## src/rtl/hpg_pkg.sv

```systemverilog
package hpg_pkg;
  localparam int unsigned SLOTS     = 32;
  localparam int unsigned SLOT_W    = $clog2(SLOTS);
  localparam int unsigned REG_BYTES = 2;
  localparam int unsigned GPE_AW    = 3;
  localparam int unsigned MAP_AW    = 3;
  localparam int unsigned HP_BIT    = 1;
  localparam logic [MAP_AW-1:0] UP_OFF = 3'd0;
  localparam logic [MAP_AW-1:0] DN_OFF = 3'd4;

  typedef enum logic [1:0] {
    WIN_STATUS = 2'd0,
    WIN_ENABLE = 2'd1,
    WIN_NONE   = 2'd2
  } gpe_win_e;
endpackage

```

## src/rtl/hpg_event_regs.sv

```systemverilog
module hpg_event_regs
  import hpg_pkg::*;
#(
  parameter int unsigned BYTES = REG_BYTES,
  parameter int unsigned AW    = GPE_AW
) (
  input  logic              clk,
  input  logic              rst_n,
  input  logic [AW-1:0]     addr,
  input  logic              we,
  input  logic [7:0]        wdata,
  output logic [7:0]        rdata,
  input  logic              hp_set,
  output logic [BYTES*8-1:0] en_q
);
  localparam int unsigned W     = BYTES * 8;
  localparam int unsigned IDX_W = $clog2(BYTES);

  logic [W-1:0]     sts_q;
  logic [IDX_W-1:0] bidx;
  gpe_win_e         win;

  assign bidx = addr[IDX_W-1:0];

  always_comb begin
    case (addr >> IDX_W)
      0:       win = WIN_STATUS;
      1:       win = WIN_ENABLE;
      default: win = WIN_NONE;
    endcase
  end

  always_comb begin
    case (win)
      WIN_STATUS: rdata = sts_q[bidx*8 +: 8];
      WIN_ENABLE: rdata = en_q[bidx*8 +: 8];
      default:    rdata = 8'h00;
    endcase
  end

  always_ff @(posedge clk) begin
    if (!rst_n) begin
      sts_q <= '0;
      en_q  <= '0;
    end else begin
      for (int b = 0; b < int'(BYTES); b++) begin
        if (we && win == WIN_STATUS && int'(bidx) == b)
          sts_q[b*8 +: 8] <= sts_q[b*8 +: 8] & ~wdata;
        if (we && win == WIN_ENABLE && int'(bidx) == b)
          en_q[b*8 +: 8] <= wdata;
      end
      if (hp_set)
        sts_q[HP_BIT] <= 1'b1;
    end
  end

  p_event_sets_status_r6: assert property (@(posedge clk) disable iff (!rst_n)
    hp_set |=> sts_q[HP_BIT]);

  p_enable_holds_r3: assert property (@(posedge clk) disable iff (!rst_n)
    (!we || win != WIN_ENABLE) |=> $stable(en_q));
endmodule

```

## src/rtl/hpg_slot_maps.sv

```systemverilog
module hpg_slot_maps
  import hpg_pkg::*;
#(
  parameter int unsigned N  = SLOTS,
  parameter int unsigned AW = MAP_AW
) (
  input  logic                 clk,
  input  logic                 rst_n,
  input  logic [AW-1:0]        addr,
  input  logic                 we,
  input  logic [N-1:0]         wdata,
  output logic [N-1:0]         rdata,
  input  logic                 ev_fire,
  input  logic [$clog2(N)-1:0] ev_slot,
  input  logic                 ev_insert
);
  logic [N-1:0] up_q, dn_q;

  always_comb begin
    if (addr == UP_OFF)      rdata = up_q;
    else if (addr == DN_OFF) rdata = dn_q;
    else                     rdata = '0;
  end

  always_ff @(posedge clk) begin
    if (!rst_n) begin
      up_q <= '0;
      dn_q <= '0;
    end else if (ev_fire) begin
      up_q <= '0;
      dn_q <= '0;
      if (ev_insert) up_q[ev_slot] <= 1'b1;
      else           dn_q[ev_slot] <= 1'b1;
    end else if (we) begin
      if (addr == UP_OFF) up_q <= wdata;
      if (addr == DN_OFF) dn_q <= wdata;
    end
  end

  p_single_slot_after_event_r6: assert property (@(posedge clk) disable iff (!rst_n)
    ev_fire |=> $countones(up_q | dn_q) == 1);
endmodule

```

## src/rtl/hpg_eject_enc.sv

```systemverilog
module hpg_eject_enc
  import hpg_pkg::*;
#(
  parameter int unsigned N = SLOTS
) (
  input  logic                 clk,
  input  logic                 rst_n,
  input  logic                 we,
  input  logic [N-1:0]         wdata,
  output logic                 req_valid,
  output logic [$clog2(N)-1:0] req_slot
);
  localparam int unsigned IW = $clog2(N);

  logic [IW-1:0] low_idx;
  logic          any_set;

  always_comb begin
    low_idx = '0;
    any_set = 1'b0;
    for (int i = 0; i < int'(N); i++) begin
      if (!any_set && wdata[i]) begin
        low_idx = IW'(i);
        any_set = 1'b1;
      end
    end
  end

  always_ff @(posedge clk) begin
    if (!rst_n) begin
      req_valid <= 1'b0;
      req_slot  <= '0;
    end else begin
      req_valid <= we && any_set;
      if (we && any_set) req_slot <= low_idx;
    end
  end

  p_zero_mask_silent_r9: assert property (@(posedge clk) disable iff (!rst_n)
    (we && wdata == '0) |=> !req_valid);

  p_strobe_from_write_r8: assert property (@(posedge clk) disable iff (!rst_n)
    req_valid |-> $past(we));
endmodule

```

## src/rtl/hotplug_event_block.sv

```systemverilog
module hotplug_event_block
  import hpg_pkg::*;
(
  input  logic              clk,
  input  logic              rst_n,
  input  logic [GPE_AW-1:0] gpe_addr,
  input  logic              gpe_we,
  input  logic [7:0]        gpe_wdata,
  output logic [7:0]        gpe_rdata,
  input  logic [MAP_AW-1:0] map_addr,
  input  logic              map_we,
  input  logic [SLOTS-1:0]  map_wdata,
  output logic [SLOTS-1:0]  map_rdata,
  input  logic              ej_we,
  input  logic [SLOTS-1:0]  ej_wdata,
  output logic [SLOTS-1:0]  ej_rdata,
  input  logic              evt_valid,
  output logic              evt_ready,
  input  logic [SLOT_W-1:0] evt_slot,
  input  logic              evt_insert,
  output logic              irq_pulse,
  output logic              eject_valid,
  output logic [SLOT_W-1:0] eject_slot
);
  logic [REG_BYTES*8-1:0] en_q;
  logic                   ev_fire;

  assign evt_ready = 1'b1;
  assign ev_fire   = evt_valid && evt_ready;
  assign ej_rdata  = '0;

  hpg_event_regs #(.BYTES(REG_BYTES), .AW(GPE_AW)) u_regs (
    .clk(clk), .rst_n(rst_n), .addr(gpe_addr), .we(gpe_we),
    .wdata(gpe_wdata), .rdata(gpe_rdata), .hp_set(ev_fire), .en_q(en_q)
  );

  hpg_slot_maps #(.N(SLOTS), .AW(MAP_AW)) u_maps (
    .clk(clk), .rst_n(rst_n), .addr(map_addr), .we(map_we),
    .wdata(map_wdata), .rdata(map_rdata),
    .ev_fire(ev_fire), .ev_slot(evt_slot), .ev_insert(evt_insert)
  );

  hpg_eject_enc #(.N(SLOTS)) u_eject (
    .clk(clk), .rst_n(rst_n), .we(ej_we), .wdata(ej_wdata),
    .req_valid(eject_valid), .req_slot(eject_slot)
  );

  always_ff @(posedge clk) begin
    if (!rst_n) irq_pulse <= 1'b0;
    else        irq_pulse <= ev_fire && en_q[HP_BIT];
  end

  p_irq_needs_enabled_event_r7: assert property (@(posedge clk) disable iff (!rst_n)
    irq_pulse |-> $past(ev_fire && en_q[HP_BIT]));

  p_ready_always_r11: assert property (@(posedge clk) disable iff (!rst_n)
    evt_ready);
endmodule

```

## config.mk

```make
export PLATFORM = sky130hd
export DESIGN_NAME = hotplug_event_block
export DESIGN_NICKNAME = d
export VERILOG_FILES = /design/src/rtl/hpg_pkg.sv /design/src/rtl/hpg_event_regs.sv /design/src/rtl/hpg_slot_maps.sv /design/src/rtl/hpg_eject_enc.sv /design/src/rtl/hotplug_event_block.sv
export SDC_FILE = /design/constraint.sdc
export NUM_CORES = 1
export LEC_CHECK = 0
export BUFFER_PORTS_ARGS = -buffer_cell sky130_fd_sc_hd__buf_2
export CORE_ASPECT_RATIO = 0.7
export CORE_MARGIN = 2
export CORE_UTILIZATION = 48
export CTS_BUF_LIST = sky130_fd_sc_hd__clkbuf_8
export CTS_CLUSTER_DIAMETER = 60
export DETAILED_ROUTE_END_ITERATION = 10
export GPL_TIMING_DRIVEN = 0
export PLACE_DENSITY = 0.78
export SKIP_CTS_REPAIR_TIMING = 1
export SLEW_MARGIN = 20
export SYNTH_ARGS = -nofsm -noshare
export SYNTH_HDL_FRONTEND = slang
export SYNTH_SLANG_ARGS = --single-unit
```

## constraint.sdc

```tcl
create_clock -name clk -period 1.36 [get_ports clk]
set_input_delay 0.204 -clock clk [delete_from_list [all_inputs] [get_ports clk]]
set_output_delay 0.204 -clock clk [all_outputs]
set_load 0.1 [all_outputs]
```

Yosys cells after proc, flatten, opt, wreduce, memory -nomap -nowiden
Cells that the tools add are included.
- register bits: 103
- input bits: 90
- output and inout bits: 80
- logic and storage cells: 180
- order comparisons: 2
- eq/ne operators: 3
- shift-type cells: 2
- muxes and demuxes: 79
- bitwise logic cells: 4
- reduce and logical (&&, ||, !) cells: 80
- operators by type and width (cell ; count):
    32-bit 2-to-1 mux ; 10
    5-bit 2-to-1 mux ; 16
    1-bit logical AND ; 40
    1-bit 2-to-1 mux ; 35
    32-bit logical NOT ; 1
    4-bit 2-to-1 mux ; 8
    16-bit by 5-bit variable part select with 8-bit output ; 2
    1-bit logical NOT ; 31
    8-bit bitwise AND ; 2
    8-bit case mux with 2 select lines ; 1
    3-bit 2-to-1 mux ; 4
    8-bit inverter ; 1
    2-bit nonzero test ; 4
    5-bit by 6-bit less-than comparator with 1-bit output, second input constant ; 1
    2-bit 2-to-1 mux ; 3
    1-bit demux with 5-bit select ; 1
    5-bit by 1-bit >= comparator with 1-bit output, second input constant ; 1
    2-bit by 1-bit == test with 1-bit output, second input constant ; 2
    2-bit case mux with 2 select lines ; 1
    2-bit AND reduction ; 2
    3-bit == test, second input constant ; 1
    3-bit logical NOT ; 1
    2-bit logical NOT ; 1
    1-bit inverter ; 1

Logic depth before layout (Yosys ltp)
Gate-level depths: netlist (run 1).
- depth in word-level cells: 95
- depth in mapped cells: 6
- depth with buffers taken out: 5

Hierarchy
From an unflattened synthesis (run 1), not the netlist that was laid out.
- cells, all modules: 595
- area total of the unflattened synthesis: 5677.9 sq um
- modules (own cells, without submodules) (module ; times used ; cells each ; area an instance (sq um) ; sequential area each (sq um)):
    hpg_slot_maps ; 1 ; 331 ; 3404.5 ; 1281.2
    hpg_event_regs ; 1 ; 146 ; 1395.1 ; 640.6
    hpg_eject_enc ; 1 ; 81 ; 596.8 ; 120.1
    hotplug_event_block ; 1 ; 37 ; 281.5 ; 20.0

Worst setup path before layout (run 1)
Ideal clock, no wire load.
- kind: input -> output
- start point: in gpe_addr[2]
- end point: out gpe_rdata[7]
- data arrival time: 2162 ps
- data required time: 1156 ps
- setup slack: -1006 ps
- stages: 4
- path buffers: 1
- cells stage by stage: nand2b_1 > buf_2 > mux4_2 > nor2b_1
- word-level cells in the longest chain between the ends: 4
- elaborated cells on any way between the ends: 6
- those cells by class: 2 x eq/ne; 2 x mux; 2 x reduce/logical
- ends and longest elaborated chain (element ; RTL line ; RTL):
    start, declared ; hotplug_event_block.sv:6 ; input logic [GPE_AW-1:0] gpe_addr,
    32-bit logical NOT or 2-bit by 1-bit == test with 1-bit output (tied branches) ; hpg_event_regs.sv:26 ; case (addr >> IDX_W)
    2-bit case mux with 2 select lines (*) ; hpg_event_regs.sv:26 ;
    2-bit by 1-bit == test with 1-bit output or 2-bit logical NOT (tied branches) ; hpg_event_regs.sv:34 ; case (win)
    8-bit case mux with 2 select lines (*) ; hpg_event_regs.sv:34 ;
    end, declared ; hotplug_event_block.sv:9 ; output logic [7:0] gpe_rdata,
Every way passes the cells marked *; elsewhere a longest branch is shown, timed or not.

Worst setup path after layout (run 1)
Same ends and word-level chain as after synthesis.

==> results of run 1 <==
[synthesized netlist by cell type, types with 6 or more instances]
cell type    n
buf_4       33
a22o_1      32
o21ai_0      9
buf_2       18
nor3_1       6
nor2b_1     53
a21boi_0     8
clkbuf_1    27
mux4_2       8
o211a_1     66
nor2_1      15
nand2_1    106
dfxtp_1    103
a21oi_1     87
mux2i_1      8
[critical path: stages]
cell and delay, ns:
buf_8 0.17, nand2b_4 0.15, buf_6 0.15, mux4_2 0.51
nor2b_4 0.15, buf_12 0.16
[logic make-up (layout without fill, tap and decap cells)]
| kind of cell | after synthesis | in the layout | share of synthesized area [%] |
|---|---|---|---|
| buf+inv | 86 | 250 | 8.48 |
| simple gates | 212 | 212 | 20.3 |
| mux | 16 | 16 | 4.70 |
| flops | 103 | 103 | 37.3 |
| other cells | 2 | 33 | 0.136 |
| compound gates | 218 | 218 | 29.1 |
[sequential cells by signal (all words and copies together) (netlist names)]
register and cells:
u_maps.dn_q 32, u_maps.up_q 32, u_regs.en_q 16, u_regs.sts_q 16, u_eject.req_slot 5, irq_pulse 1, u_eject.req_valid 1
[layout make-up]
cell class | count | area, um2
plain buffers | 81 | 558
clock buffers | 9 | 124
clock inverters | 7 | 70.1
fillers | 810 | 3060
inverters | 5 | 18.8
multi-input cells | 479 | 3560
flip-flops and latches | 103 | 2080
well taps | 153 | 191
repair buffers | 148 | 1470
[final timing paths]
check	to	startpoint	slack, ns	cells past startpoint
worst max-delay path	gpe_rdata[7]	gpe_addr[2]	-0.34	6
worst min-delay path	u_regs.sts_q[0]	gpe_wdata[0]	0.04	2
worst max register to register	u_maps.dn_q[8]	u_maps.dn_q[8]	0.59	2
worst min register to register	u_regs.sts_q[4]	u_regs.sts_q[4]	0.44	2
[per-stage QoR]
stage                     utilization, %  hold WS (ns)  area, um2  TNS (ns)  setup WS [ns]
after detailed placement            61.9         0.420       6890    -71.44          -1.01
after global routing                72.5        0.0292       8070     -4.80         -0.380
final                               72.5        0.0369       8070     -3.60         -0.339
after global placement              61.9         0.415       6890    -65.50         -0.958
after CTS                           63.6        0.0284       7080    -35.89          -1.01
after floorplan                        -         0.291       6050     -5.14         -0.243
[power by group]
part	switching, mW	internal (mW)	total, mW	leakage [nW]
clock network	1.11	0.856	1.96	0.0998
logic	1.38	0.693	2.07	3.11
registers	0.115	3.17	3.29	0.852
[layer usage]
layer / up-vias / share of wire [%] / global-route usage [%]
met2: 310 / 47 / 44.4
li1: 2619 / - / -
met3: 37 / 9.6 / 5.07
met4: 0 / 1.8 / 7.62
met5: - / 0 / 0
met1: 2717 / 41 / 36.2
==> metrics, run 1 <==
RSZ-0062 raised after global routing=yes; post-synthesis sequential area ratio=a little under two fifths; initial antenna violation count=0; ys flop type=dfxtp_1; cts bufs inserted=9; clock skew=~0.0000019 ns; Die Ht=around 94 um; number of max-cap violations=0; Mapped Cells=around 640; CTS tree=yes; Cell Area, Synth=around 0.0055 mm2; Clock transition at path regs=roughly 0.1 ns; full die area=0.0124 mm2; wire per inst=approximately 18 um; P_leak=between 4 and 5 nW; Placer Congestion=about 0.94; fraction of layout cells with a size suffix above 1=37.0%; CP startpoint kind=primary input; violated checks=setup timing; first-pass GRT wire length=between 20 and 30 mm; All-Layer GR Usage=between 20% and 30%; IO buf count=130; Fin. Hold Viols=0; Rel. slew slack=approximately 39%; most common cell after layout, fill and taps aside=nand2_1; Via density=about 5.8; Num Clock Sinks=103; Vias=~5,700; die extent in x=roughly 130 um; post-route ant nets=0; vias in the first global route=roughly 5,300; top cell type's share of synthesized area=approximately 37%; Worst EP arrival=~1.5 ns; drt total wl=around 18 mm; Post-synth EDFFs=0; Max H-tree Level=3; Final nets=between 900 and 1,000; Area growth syn-to-layout=45.9%; Max Freq=just under 600 MHz; mean post-synth cell area=~8.7 um2; # diodes=0; Least-Margin Pin Slew=roughly 0.91 ns; CP required=1.16 ns; final setup vio count=35; num ports=170; Initial Utilization=about 50%; dpl hpwl=between 10 and 15 mm; period utilization=125%; VDD IR max=0.624 mV; power per cell area=907 mW/mm2; Placed Cells=between 900 and 1,000; CP Max Fanout=10; hold crit path type=in2reg; crit path time final=approximately 1.7 ns; DRT iter0 DRCs=approximately 490; DRC errors left=0; core area=around 0.011 mm2; Worst Path Class, Setup=in2out; fin. max-slew vios=0; Cell Count, Final, Fillers Out=~1,000; final worst setup slack=-0.339 ns; Distinct cells, synth=43; Final Power=7.32 mW; total congestion overflow=0; status=complete, but fails checks; most frequent cells in the layout=nand2_1 (106), buf_2 (95), dfxtp_1 (90); Max clock buf depth=2; clock latency on the worst-skew pair=approximately 0.37 ns; fraction of registers with async set/reset=0%; area leader, netlist=dfxtp_1; Pre-antenna DRT Iters=6; register bit count reported by yosys=about 100; largest net degree at the start of global routing=18; CTS Root Cell=clkbuf_8; CP endpoint kind=output port; row count=32; Ys Warns=0; Synth area leaders=dfxtp_1 (37%), o211a_1 (12%), a21oi_1 (7.9%), nand2_1 (7.2%), nor2b_1 (6.0%)
(Power assumes the default switching activity.)
==> inputs of run 2 (changes only) <==
--- a/config.mk
+++ b/config.mk
@@ -5,15 +5,15 @@
 export SDC_FILE = /design/constraint.sdc
 export NUM_CORES = 1
 export LEC_CHECK = 0
-export BUFFER_PORTS_ARGS = -buffer_cell sky130_fd_sc_hd__buf_2
 export CORE_ASPECT_RATIO = 0.7
 export CORE_MARGIN = 2
-export CORE_UTILIZATION = 48
+export CORE_UTILIZATION = 56
 export CTS_BUF_LIST = sky130_fd_sc_hd__clkbuf_8
 export CTS_CLUSTER_DIAMETER = 60
 export DETAILED_ROUTE_END_ITERATION = 10
+export DONT_BUFFER_PORTS = 1
 export GPL_TIMING_DRIVEN = 0
-export PLACE_DENSITY = 0.78
+export PLACE_DENSITY = 0.74
 export SKIP_CTS_REPAIR_TIMING = 1
 export SLEW_MARGIN = 20
 export SYNTH_ARGS = -nofsm -noshare
==> metrics, run 2 (synthesized netlist as in run 1, its figures left out) <==
CP Cell Sequence=mux4_2 > nor2b_4 (was buf_8 > nand2b_4 > buf_6 > mux4_2 > nor2b_4 > buf_12); dpl hpwl=10.9 mm (was 12.4 mm); violated checks=setup timing (unchanged); hold crit path type=in2reg (unchanged); Reg-to-Reg End=u_eject.req_slot[0] (was u_maps.dn_q[8]); DRC errors left=0 (unchanged); first-pass GRT wire length=23.8 mm (was 26.5 mm); total congestion overflow=0 (unchanged); Critical R2R Launch=u_eject.req_slot[0] (was u_maps.dn_q[8]); CP top delay family=simple AND/OR/NAND/NOR gates (was multiplexers); All-Layer GR Usage=28.9% (was 26.9%); final worst setup slack=-0.346 ns (was -0.339 ns); RSZ-0062 raised after global routing=yes (unchanged); Die Ht=87.2 um (was 93.8 um); worst hold stages=2 (unchanged); CTS tree=yes (unchanged); Worst EP arrival=1.50 ns (about the same); DRT iter0 DRCs=339 (was 492); Pre-antenna DRT Iters=5 (was 6); worst hold start=gpe_wdata[3] (was gpe_wdata[0]); IO buf count=0 (was 130); period utilization=125% (about the same); full die area=0.0107 mm2 (was 0.0124 mm2); num ports=170 (unchanged); core area=0.00965 mm2 (was 0.0111 mm2); Area growth syn-to-layout=23.9% (was 45.9%); r2r worst-path depth=2 (unchanged); Num Clock Sinks=103 (unchanged); initial antenna violation count=0 (unchanged); CP required=1.16 ns (about the same); Least-Margin Pin Slew=0.931 ns (was 0.910 ns); status=complete, but fails checks (unchanged); Vias=5,009 (was 5,683); Initial Utilization=57.3% (was 49.7%); Clock transition at path regs=0.09 ns (was 0.10 ns); Rel. slew slack=37.8% (was 39.2%); Max clock buf depth=2 (unchanged); worst path bufs/invs=0 (was 3); Fin. Hold Viols=0 (unchanged); largest net degree at the start of global routing=17 (was 18); post-route ant nets=0 (unchanged); largest registers=u_maps.dn_q x32, u_maps.up_q x32 (unchanged); die extent in x=123 um (was 132 um); row count=30 (was 32); clock latency on the worst-skew pair=0.37 ns (about the same); wire per inst=19.0 um (was 18.5 um); Max H-tree Level=3 (unchanged); Register-to-Register Setup Slack=0.27 ns (was 0.59 ns); CP startpoint kind=register (was primary input); crit path time final=1.71 ns (was 1.70 ns); CTS Root Cell=clkbuf_8 (unchanged); dpl ws=-0.632 ns (was -1.01 ns); crit-path max cell delay=0.54 ns (was 0.51 ns); Final nets=793 (was 917); Worst path slowest cell=nor2b_4 (was mux4_2); final setup vio count=18 (was 35); CP endpoint kind=output port (unchanged); drt total wl=15.9 mm (was 18.2 mm); VDD IR max=0.581 mV (was 0.624 mV); most frequent cells in the layout=nand2_1 (106), a21oi_1 (87), dfxtp_1 (72) (was nand2_1 (106), buf_2 (95), dfxtp_1 (90)); Placer Congestion=0.866 (was 0.935); CP Max Fanout=2 (was 10); fin. max-slew vios=0 (unchanged); Worst Path Class, Setup=reg2out (was in2out); power per cell area=1070 mW/mm2 (was 907 mW/mm2); Max Freq=586 MHz (was 588 MHz); Min-Delay Endpoint=u_regs.en_q[11] (was u_regs.sts_q[0]); vias in the first global route=4,712 (was 5,267); cts bufs inserted=9 (unchanged); fraction of layout cells with a size suffix above 1=26.6% (was 37.0%); number of max-cap violations=0 (unchanged); post-layout util=71.1% (was 72.5%); Via density=5.99 (was 5.77); # diodes=0 (unchanged); P_leak=3.41 nW (was 4.06 nW); clock skew=0.000265 ns (was 0.00000189 ns); most common cell after layout, fill and taps aside=nand2_1 (unchanged)
[run 2: cell types whose count changed in the layout (fill, tap and decap cells not counted), sizes merged]
cell         previous run  this run
clkbuf                 41        39
dlygate4sd3             0         9
clkinvlp                1         0
bufinv                  1         3
clkinv                  3         2
inv                     7         5
buf                   197        68
[run 2: where the power goes]
group	internal, mW	switching, mW
sequential	3.17	0.184
clock	1.32	1.05
combinational	0.487	1.14
[run 2: how the worst max path moves through the flow]
stage                    start       endpoint  slack [ns]  depth (start not counted)
2_1_floorplan      map_addr[1]  map_rdata[11]       -0.24                          3
3_3_place_gp       map_addr[1]  map_rdata[17]       -0.61                          3
3_5_place_dp       map_addr[1]  map_rdata[17]       -0.63                          3
4_1_cts            map_addr[1]  map_rdata[17]       -0.63                          3
5_1_grt         u_regs.en_q[9]   gpe_rdata[1]       -0.39                          2
6_report       u_regs.sts_q[0]   gpe_rdata[0]       -0.35                          2
[run 2: layout make-up]
type                            instances  area (um2)
Clock inverter                          5         104
Tap cell                              128         160
Clock buffer                           11         151
Timing Repair Buffer                   24         249
Sequential cell                       103        2100
Multi-Input combinational cell        479        3530
Inverter                                5        18.8
Buffer                                 81         542
Fill cell                             737        2790
[run 2: per-stage QoR]
| step | setup TNS [ns] | hold slack (ns) | total power [mW] | std cells | area [um2] |
|---|---|---|---|---|---|
| after floorplan | -5.14 | 0.291 | 4.74 | 668 | 6050 |
| after global placement | -36.07 | 0.291 | 4.90 | 796 | 6210 |
| after detailed placement | -39.04 | 0.296 | 4.94 | 796 | 6210 |
| after CTS | -19.79 | -0.113 | 7.29 | 812 | 6460 |
| after global routing | -3.99 | 0.00344 | 7.64 | 836 | 6860 |
| final | -3.04 | 0.00112 | 7.36 | 836 | 6860 |
[run 2: worst register-to-register path, cell delays in order (launching register included)]
cell	delay, ns
dfxtp_2	0.68
o21ai_1	0.15
a41oi_1	0.18
[run 2: metal layers]
layer | global-route usage [%] | part of all wire, % | up-vias
li1 | - | - | 2370
met1 | 36.5 | 42 | 2386
met2 | 48.5 | 48 | 225
met3 | 7.00 | 8.7 | 28
met4 | 9.93 | 1.5 | 0
met5 | 0 | 0 | -
==> inputs of run 3 (changes only) <==
==> constraint.sdc (replaced) <==
create_clock -name clk -period 1.36 [get_ports clk]
set_input_delay 0 -clock clk [delete_from_list [all_inputs] [get_ports clk]]
set_output_delay 0 -clock clk [all_outputs]
set_load 0.1 [all_outputs]
==> metrics, run 3 (synthesized netlist as in run 1, its figures left out) <==
status=complete, but fails checks (unchanged); violated checks=hold timing, setup timing (was setup timing); largest net degree at the start of global routing=16 (was 17); fin. max-slew vios=0 (unchanged); worst hold stages=5 (was 2); Via density=6.10 (was 5.99); Least-Margin Pin Slew=0.944 ns (was 0.931 ns); DRT iter0 DRCs=437 (was 339); P_int=4.51 mW (was 4.98 mW); Flop pwr share=48.9% (was 45.6%); fillers=776 (was 737); Fin. Hold Viols=2 (was 0); Vias=5,114 (was 5,009); final worst setup slack=-0.134 ns (was -0.346 ns); Area growth syn-to-layout=20.2% (was 23.9%); period utilization=110% (was 125%); DRC errors left=0 (unchanged); CTS Root Cell=clkbuf_8 (unchanged); Final Power=6.86 mW (was 7.36 mW); Clock transition at path regs=0.09 ns (about the same); hold crit path type=in2reg (unchanged); All-Layer GR Usage=28.8% (was 28.9%); first-pass GRT wire length=23.7 mm (was 23.8 mm); num ports=170 (unchanged); CP endpoint kind=output port (unchanged); row count=30 (unchanged); VDD IR max=0.534 mV (was 0.581 mV); Worst Path Class, Setup=reg2out (unchanged); clock latency on the worst-skew pair=0.37 ns (about the same); Critical R2R Launch=u_eject.req_slot[1] (was u_eject.req_slot[0]); CP required=1.36 ns (was 1.16 ns); dpl hpwl=11.4 mm (was 10.9 mm); CP Max Fanout=3 (was 2); worst hold start=ej_wdata[17] (was gpe_wdata[3]); Register-to-Register Setup Slack=0.20 ns (was 0.27 ns); dpl ws=-0.346 ns (was -0.632 ns); initial antenna violation count=1 (was 0); vias in the first global route=4,702 (was 4,712); Max clock buf depth=2 (unchanged); Pre-antenna DRT Iters=5 (unchanged); Sw Pwr=2.35 mW (was 2.38 mW); final setup vio count=8 (was 18); most common cell after layout, fill and taps aside=nand2_1 (unchanged); r2r worst-path depth=2 (unchanged); Reg-to-Reg End=u_eject.req_slot[1] (was u_eject.req_slot[0]); crit path time final=1.49 ns (was 1.71 ns); die extent in x=123 um (unchanged); Final nets=796 (was 793); clock skew=0.000616 ns (was 0.000265 ns); CTS tree=yes (unchanged); Die Ht=87.2 um (unchanged); cts bufs inserted=9 (unchanged); multi-input gate area in the final layout=0.00345 mm2 (was 0.00353 mm2); Min-Delay Endpoint=u_eject.req_slot[0] (was u_regs.en_q[11]); Worst EP arrival=1.49 ns (was 1.50 ns); fraction of layout cells with a size suffix above 1=24.0% (was 26.6%); Max Freq=670 MHz (was 586 MHz); most frequent cells in the layout=nand2_1 (106), a21oi_1 (87), dfxtp_1 (67) (was nand2_1 (106), a21oi_1 (87), dfxtp_1 (72)); IO buf count=0 (unchanged); Rel. slew slack=36.9% (was 37.8%); clock share of power=27.6% (was 32.3%); wire per inst=19.6 um (was 19.0 um); sequential cell area=0.00211 mm2 (was 0.00210 mm2); CP startpoint kind=register (unchanged); number of max-cap violations=0 (unchanged); largest registers=u_maps.dn_q x32, u_maps.up_q x32 (unchanged); RSZ-0062 raised after global routing=yes (unchanged); full die area=0.0107 mm2 (unchanged); Placer Congestion=0.875 (was 0.866); hold slack=-0.0300 ns (was 0.00112 ns); total congestion overflow=0 (unchanged); post-route ant nets=0 (unchanged); P_leak=3.29 nW (was 3.41 nW); core area=0.00965 mm2 (unchanged); setup TNS=-0.942 ns (was -3.04 ns); Net Sw Frac=34.3% (was 32.3%); drt total wl=16.4 mm (was 15.9 mm); power per cell area=1030 mW/mm2 (was 1070 mW/mm2); power share of the combinational group=23.4% (was 22.1%); Num Clock Sinks=103 (unchanged); Max H-tree Level=3 (unchanged); Initial Utilization=57.3% (unchanged)
## run 3: cell types whose count changed in the layout (fill, tap and decap cells not counted), moves of 3 or more
cell,delta
dlygate4sd3_1,+17
buf_4,-10
buf_6,-6
buf_2,+5
dfxtp_1,-5
dfxtp_2,+5
clkbuf_4,-3
nor3b_2,+3
nor3b_4,-3
nor4_4,-3
## run 3: power groups by stage
stage	combinational, mW	sequential, mW	clock, mW
floorplan	1.29	3.37	0
global placement	1.44	3.39	0
detailed placement	1.47	3.40	0
CTS	1.47	3.33	1.92
global route	1.70	3.37	2.04
finish	1.61	3.36	1.90
## run 3: per-stage QoR
stage | area, um2 | util (%) | std cells
floorplan | 5710 | - | 668
global placement | 5870 | 60.8 | 796
detailed placement | 5870 | 60.8 | 796
CTS | 6050 | 62.7 | 810
global route | 6650 | 68.9 | 838
finish | 6650 | 68.9 | 838
## run 3: layout make-up
class	instances	share of cell area (%)
buffer	81	6.89
clock inverter	4	0.715
timing repair buffer	27	4.03
inverter	5	0.282
sequential	103	31.7
clock buffer	10	2.07
tap	128	2.41
antenna	1	0.0377
multi-input combinational	479	51.9
## run 3: worst max path at each step
stage / startpoint / endpoint / depth (start not counted)
2_1_floorplan: gpe_addr[2] / gpe_rdata[7] / 4
3_3_place_gp: map_addr[2] / map_rdata[4] / 3
3_5_place_dp: map_addr[2] / map_rdata[2] / 3
4_1_cts: u_regs.en_q[4] / gpe_rdata[4] / 2
5_1_grt: u_regs.en_q[4] / gpe_rdata[4] / 2
6_report: u_regs.en_q[1] / gpe_rdata[1] / 2
## run 3: per-layer routing
layer	global-route usage [%]	up-vias	wire [um]
met5	0	-	0
met4	8.67	0	138
met3	8.64	19	1540
met2	45.3	255	7830
met1	38.4	2460	6910
li1	-	2380	-
## run 3: worst max-delay path, cell delays in order, from the launching register on
cell and delay, ns:
dfxtp_2 0.34, mux4_2 0.24, nor2b_4 0.54
